File: src/rtl/eag_pkg.sv
package eag_pkg;
  localparam int unsigned XLEN      = 64;
  localparam int unsigned REG_CNT   = 16;
  localparam int unsigned REG_W     = $clog2(REG_CNT);
  localparam int unsigned LEGACY_CNT = 8;

  localparam logic [1:0] MODE_REG = 2'd3;
  localparam logic [1:0] MODE_NODISP = 2'd0;
  localparam logic [2:0] IDX_NONE_CODE = 3'd4;
  localparam logic [2:0] BASE_NONE_CODE = 3'd5;

  typedef struct packed {
    logic       load;
    logic       fault;
    logic       baseEn;
    logic       idxEn;
    logic       dispEn;
    logic [1:0] scale;
  } eagStrobe_t;
endpackage

File: src/rtl/eag_ctrl.sv
module eag_ctrl
  import eag_pkg::*;
#(
  parameter int unsigned REG_NUM  = REG_CNT,
  parameter int unsigned LOW_REGS = LEGACY_CNT,
  localparam int unsigned RW = $clog2(REG_NUM)
) (
  input  logic          start,
  input  logic [7:0]    modrm,
  input  logic          sibPresent,
  input  logic [7:0]    sib,
  input  logic          rexB,
  input  logic          rexX,
  input  logic          longMode,
  output logic [RW-1:0] baseNum,
  output logic [RW-1:0] idxNum,
  output eagStrobe_t    stb
);
  logic [1:0] modeField;
  logic [2:0] rmField;
  logic [2:0] sibBase;
  logic [2:0] sibIdx;
  logic       regForm;
  logic       useSib;
  logic       baseNone;
  logic       idxNone;
  logic       baseBad;
  logic       idxBad;
  logic       baseUsed;
  logic       idxUsed;

  assign modeField = modrm[7:6];
  assign rmField   = modrm[2:0];
  assign sibBase   = sib[2:0];
  assign sibIdx    = sib[5:3];

  assign regForm = (modeField == MODE_REG);
  assign useSib  = !regForm && sibPresent;

  always_comb begin
    baseNum = '0;
    idxNum  = '0;
    if (useSib) begin
      baseNum = RW'({rexB, sibBase});
      idxNum  = RW'({rexX, sibIdx});
    end else begin
      baseNum = RW'({rexB, rmField});
      idxNum  = '0;
    end
  end

  // Encodings that remove a term from the sum
  assign baseNone = useSib && (modeField == MODE_NODISP) && (sibBase == BASE_NONE_CODE);
  assign idxNone  = useSib && (idxNum == RW'(IDX_NONE_CODE));

  assign baseUsed = !baseNone;
  assign idxUsed  = useSib && !idxNone;

  // Upper registers exist only in 64-bit mode
  assign baseBad = baseUsed && !longMode && (int'(baseNum) >= int'(LOW_REGS));
  assign idxBad  = idxUsed  && !longMode && (int'(idxNum)  >= int'(LOW_REGS));

  always_comb begin
    stb        = '0;
    stb.load   = start;
    stb.fault  = baseBad || idxBad;
    stb.baseEn = baseUsed;
    stb.idxEn  = idxUsed;
    stb.dispEn = !regForm;
    stb.scale  = useSib ? sib[7:6] : 2'd0;
  end
endmodule

File: src/rtl/eag_datapath.sv
module eag_datapath
  import eag_pkg::*;
#(
  parameter int unsigned WIDTH = XLEN
) (
  input  logic             clk,
  input  logic             rstN,
  input  eagStrobe_t       stb,
  input  logic [WIDTH-1:0] baseVal,
  input  logic [WIDTH-1:0] idxVal,
  input  logic [WIDTH-1:0] dispVal,
  output logic [WIDTH-1:0] addrQ,
  output logic             validQ,
  output logic             errorQ
);
  localparam int unsigned SCALES = 4;

  logic [WIDTH-1:0] baseTerm;
  logic [WIDTH-1:0] idxRaw;
  logic [WIDTH-1:0] idxTerm;
  logic [WIDTH-1:0] dispTerm;
  logic [WIDTH-1:0] sum;
  logic [WIDTH-1:0] scaled [SCALES];

  assign baseTerm = stb.baseEn ? baseVal : '0;
  assign idxRaw   = stb.idxEn  ? idxVal  : '0;
  assign dispTerm = stb.dispEn ? dispVal : '0;

  for (genvar s = 0; s < SCALES; s++) begin : g_scale
    assign scaled[s] = idxRaw << s;
  end

  assign idxTerm = scaled[stb.scale];
  assign sum     = baseTerm + idxTerm + dispTerm;

  always_ff @(posedge clk or negedge rstN) begin
    if (!rstN) begin
      addrQ  <= '0;
      validQ <= 1'b0;
      errorQ <= 1'b0;
    end else begin
      validQ <= stb.load && !stb.fault;
      errorQ <= stb.load && stb.fault;
      if (stb.load) begin
        addrQ <= stb.fault ? '1 : sum;
      end
    end
  end
endmodule

File: src/rtl/eff_addr_gen.sv
module eff_addr_gen
  import eag_pkg::*;
#(
  parameter int unsigned XW   = XLEN,
  parameter int unsigned NREG = REG_CNT,
  localparam int unsigned AW  = $clog2(NREG)
) (
  input  logic          clk,
  input  logic          rstN,
  input  logic          start,
  input  logic [7:0]    modrm,
  input  logic          sibPresent,
  input  logic [7:0]    sib,
  input  logic          rexB,
  input  logic          rexX,
  input  logic          longMode,
  input  logic [XW-1:0] disp,
  output logic [AW-1:0] rfRdAddrA,
  input  logic [XW-1:0] rfRdDataA,
  output logic [AW-1:0] rfRdAddrB,
  input  logic [XW-1:0] rfRdDataB,
  output logic [XW-1:0] addr,
  output logic          addrValid,
  output logic          addrError
);
  eagStrobe_t stb;

  eag_ctrl #(.REG_NUM(NREG), .LOW_REGS(LEGACY_CNT)) ctrl_i (
    .start      (start),
    .modrm      (modrm),
    .sibPresent (sibPresent),
    .sib        (sib),
    .rexB       (rexB),
    .rexX       (rexX),
    .longMode   (longMode),
    .baseNum    (rfRdAddrA),
    .idxNum     (rfRdAddrB),
    .stb        (stb)
  );

  eag_datapath #(.WIDTH(XW)) dp_i (
    .clk     (clk),
    .rstN    (rstN),
    .stb     (stb),
    .baseVal (rfRdDataA),
    .idxVal  (rfRdDataB),
    .dispVal (disp),
    .addrQ   (addr),
    .validQ  (addrValid),
    .errorQ  (addrError)
  );
endmodule

File: config.mk
export PLATFORM = sky130hd
export DESIGN_NAME = eff_addr_gen
export DESIGN_NICKNAME = d
export VERILOG_FILES = /design/src/rtl/eag_pkg.sv /design/src/rtl/eag_ctrl.sv /design/src/rtl/eag_datapath.sv /design/src/rtl/eff_addr_gen.sv
export SDC_FILE = /design/constraint.sdc
export NUM_CORES = 1
export LEC_CHECK = 0
export BUFFER_PORTS_ARGS = -buffer_cell sky130_fd_sc_hd__buf_2
export CORE_MARGIN = 4
export CORE_UTILIZATION = 40
export DETAILED_ROUTE_END_ITERATION = 10
export GPL_TIMING_DRIVEN = 0
export PLACE_DENSITY_LB_ADDON = 0.1
export SYNTH_ARGS = -nofsm -noshare
export SYNTH_HDL_FRONTEND = slang
export SYNTH_SLANG_ARGS = --single-unit
File: constraint.sdc
create_clock -name clk -period 1.5 [get_ports clk]
set_clock_uncertainty 0.1 [all_clocks]
set_input_delay 0.075 -clock clk [delete_from_list [all_inputs] [get_ports clk]]
set_output_delay 0.075 -clock clk [all_outputs]
set_load 0.05 [all_outputs]
==> results by group <==
Status
  – Status: finished with violations
  – Failing checks: negative hold slack, negative setup slack

Timing
  – Slew Viols, Final: 0
  – Count of final hold-check violations: 1
  – Min Hold Slack: -0.00536 ns
  – Slack of the critical path: -2.38 ns
  – FMAX: 0.257 GHz
  – Final min period: 3.88 ns
  – Tcrit/Tclk final: 2.59
  – RSZ-0062 raised after global routing: true
  – Slew HR: 0.518
  – Worst slew pin tran: 0.723 ns
  – Final setup viols: 64

Routing
  – Vias per Instance: 5.46
  – Routed len/inst: 18.9 µm
  – 1st-iter DRT viols: 611
  – Via count: 10,900
  – Routed WL: 37,700 µm
  – DR pass1 iterations: 5
  – Post-route DRC: 0
  – Detail Route Antenna Nets: 0

Hold path
  – Hold EP: dp_i.addrQ[2]$_DFFE_PN0P_
  – Hold Path Class: in -> reg
  – Hold path depth: 3
  – Min-delay src: longMode

Setup path
  – Max FO, Critical Path: 7
  – Setup CP Type: in -> reg
  – Startpoint Class: input port
  – CP endpoint kind: flip-flop
  – CP max stage delay: 0.49 ns
  – Crit path cell chain: buf_4 > nand3_4 > buf_6 > buf_12 > mux4_2 > and2_4 > fa_1 > ha_1 > buf_6 > nand3_4 > o211ai_1 > o21ai_2 > a2111oi_4 > o31ai_4 > o21ai_4 > a31oi_4 > mux2i_1 > o221a_2
  – Crit-path slowest cell: mux4_2
  – CP Depth: 18
  – R2r startpoint: dp_i.addrQ[58]$_DFFE_PN0P_
  – Critical Path RT: 1.63 ns
  – Worst R2R Setup Slack: 0.65 ns
  – Reg2Reg Depth: 2
  – CP top delay family: compound AO/OA/AOI/OAI gates
  – Critical path buffers and inverters: 4
  – R2r endpoint: dp_i.addrQ[58]$_DFFE_PN0P_
  – Worst endpoint data arrival time: 4.02 ns

Yosys
  – Post-synth top flop: dfrtp_1
  – Synth warnings: 0
  – Mapped Area: 10,200 µm²
  – Synthesized Nets: 1,611
  – Seq/Total Area, Yosys: 0.161
  – Leading area contributor after synthesis: dfrtp_1
  – #FFs+latches synth: 66
  – Synth cell types: 67
  – Post-synth EDFFs: 0
  – Synth Area per Inst: 8.06 µm²
  – Post-synthesis cell count: 1,270
  – Yosys top cell area share: 0.161
  – Largest cells by area after synthesis: dfrtp_1 16%, fa_1 13%, mux4_2 11%
  – Asr flop ratio synth: 1.00

Floorplan
  – DIE WIDTH: 168 µm
  – Total Die Area: 28,200 µm²
  – Die Y: 168 µm
  – Initial cell density of the core: 0.407
  – FP Rows: 58
  – IO Pins: 289
  – Core ar.: 25,200 µm²

Power and ir drop
  – Pint: 8580 µW
  – Max VDD drop: 0.712 mV
  – Clock network power share: 0.131
  – Switch Pwr: 8840 µW
  – Sw Share: 0.508
  – Sequential Power Share: 0.160
  – Total chip power: 17,400 µW
  – Pwr dens: 1130 nW/µm²
  – Part of the power in combinational logic: 0.709
  – Leak Pwr: 0.00729 µW

GRT
  – Vias in the first global route: 11,100
  – First-pass GRT wire length: 58,400 µm
  – Total grt overflow: 0
  – All-Layer GR Usage: 0.255
  – Initial antenna violation count: 0
  – Largest net degree at the start of global routing: 58

Placed design
  – Placer congestion estimate: 0.900
  – DP Area: 12,700 µm²
  – IO buf count: 284
  – DP HPWL: 28,600 µm
  – Dpl cells: 1,885

CTS
  – Clock sink total: 66
  – Num CTS Buffers: 9
  – H-tree level count: 3
  – Hold Buf Count CTS: 1
  – Root Buffer: clkbuf_16
  – Skew-Pair Late Insertion Delay: 0.34 ns
  – Worst-path clk slew: 0.06 ns
  – CTS tree: built
  – Clk buf depth: 2

Layout
  – Area Overhead vs Synth: 50.7%
  – Design Area, Final: 15,400 µm²
  – Layout Utilization: 0.613
  – Layout Cells excl Fill: 1,999
  – Fin nets: 2,005
  – Share of cells above drive strength 1: 0.453
  – Diode count: 0

Job
  – Max cap viols: 0
-- per-layer routing --
| layer | track usage | vias to the layer above | part of all wire |
|---|---|---|---|
| met5 | 0 | - | 0 |
| met4 | 0.0416 | 0 | 0.015 |
| met3 | 0.0505 | 42 | 0.069 |
| met2 | 0.434 | 352 | 0.49 |
| met1 | 0.344 | 5351 | 0.43 |
| li1 | - | 5171 | - |
-- worst max-delay path by stage --
stage,to,slack [ns],start
floorplan,dp_i.addrQ[62]$_DFFE_PN0P_,-2.18,modrm[6]
global placement,dp_i.addrQ[63]$_DFFE_PN0P_,-3.74,modrm[6]
detailed placement,dp_i.addrQ[63]$_DFFE_PN0P_,-3.71,modrm[6]
CTS,dp_i.addrQ[62]$_DFFE_PN0P_,-2.36,modrm[7]
global route,dp_i.addrQ[62]$_DFFE_PN0P_,-2.49,modrm[7]
finish,dp_i.addrQ[62]$_DFFE_PN0P_,-2.38,sibPresent
-- timing repair --
action / CTS / global route
endpoints found under the hold margin: 67 / 1
gates resized for setup: 232 / 109
setup buffers: 78 / 31
setup endpoints to repair: 68 / 64
pin swaps: 137 / 97
gates cloned: 5 / 0
-- Yosys cell counts (3+ instances only) --
library cell / number
nand2_1: 231
inv_1: 134
a21oi_1: 125
nor2_1: 106
dfrtp_1: 66
fa_1: 64
ha_1: 62
mux4_2: 52
clkbuf_1: 48
o21ai_0: 41
xnor2_1: 35
a21o_1: 30
xor2_1: 27
a31oi_1: 26
and2_1: 22
nand3_1: 21
nand4_1: 15
nor3_1: 14
mux2_2: 13
o21bai_1: 12
buf_1: 11
o211ai_1: 11
nand2b_1: 10
and3_1: 8
clkbuf_8: 6
a211oi_1: 5
a21boi_0: 5
mux2i_1: 5
nor4_1: 5
o31ai_1: 4
a41oi_1: 3
and2_2: 3
buf_2: 3
o221ai_1: 3
-- flip-flops by register name (all words and copies together), names as in the netlist --
signal / flops
dp_i.validQ: 1
dp_i.addrQ: 64
dp_i.errorQ: 1
-- worst reg2reg max path, delay by kind of cell (launching register included) --
family	cells	cell delay (ns)
AOI/OAI and AO/OA	2	0.24
DFF	1	0.39
-- cell families after synthesis --
family	Yosys count	synth area share
AND/OR/NAND/NOR	444	0.188
XOR/XNOR	62	0.0530
adder cells (fa/ha/maj)	126	0.201
buffers and inverters	208	0.0848
AO/OA/AOI/OAI	294	0.179
multiplexers	70	0.134
flip-flops	66	0.161
-- power by group through the flow --
stage / combinational (µW) / clock [µW] / sequential [µW]
finish: 12400 / 2270 / 2790
floorplan: 5330 / 0 / 4740
CTS: 11500 / 2280 / 2780
global route: 13300 / 2370 / 2850
global placement: 9820 / 0 / 2790
detailed placement: 9860 / 0 / 2800
-- metrics by stage --
step	setup TNS [ns]	setup slack [ns]	hold slack, ns
after global routing	-128.00	-2.49	-0.0128
after global placement	-186.42	-3.74	0.350
after floorplan	-104.00	-2.18	-0.321
final	-120.18	-2.38	-0.00536
after detailed placement	-170.99	-3.71	-0.166
after CTS	-116.70	-2.36	-0.0104
-- cells in the final DEF (no fill, tap or decap), types with 24 or more instances in the layout --
cell and instances:
a21o_1 28, ha_4 28, fa_1 59, buf_2 278
nor2_1 97, buf_4 63, inv_1 120, buf_6 45
a21oi_1 85, ha_1 29, nand2_1 202, mux4_2 52
xor2_1 24, a21oi_2 25, dfrtp_1 66
-- cell type report --
class,instances,area [µm²]
Clock buffer,12,256
Buffer,64,607
Fill cell,2165,9750
Timing Repair Buffer,393,2600
Tap cell,330,413
Inverter,134,503
Multi-Input combinational cell,996,9350
Sequential cell,66,1650
Clock inverter,4,50.0
Power figures use the tool's default switching activity.
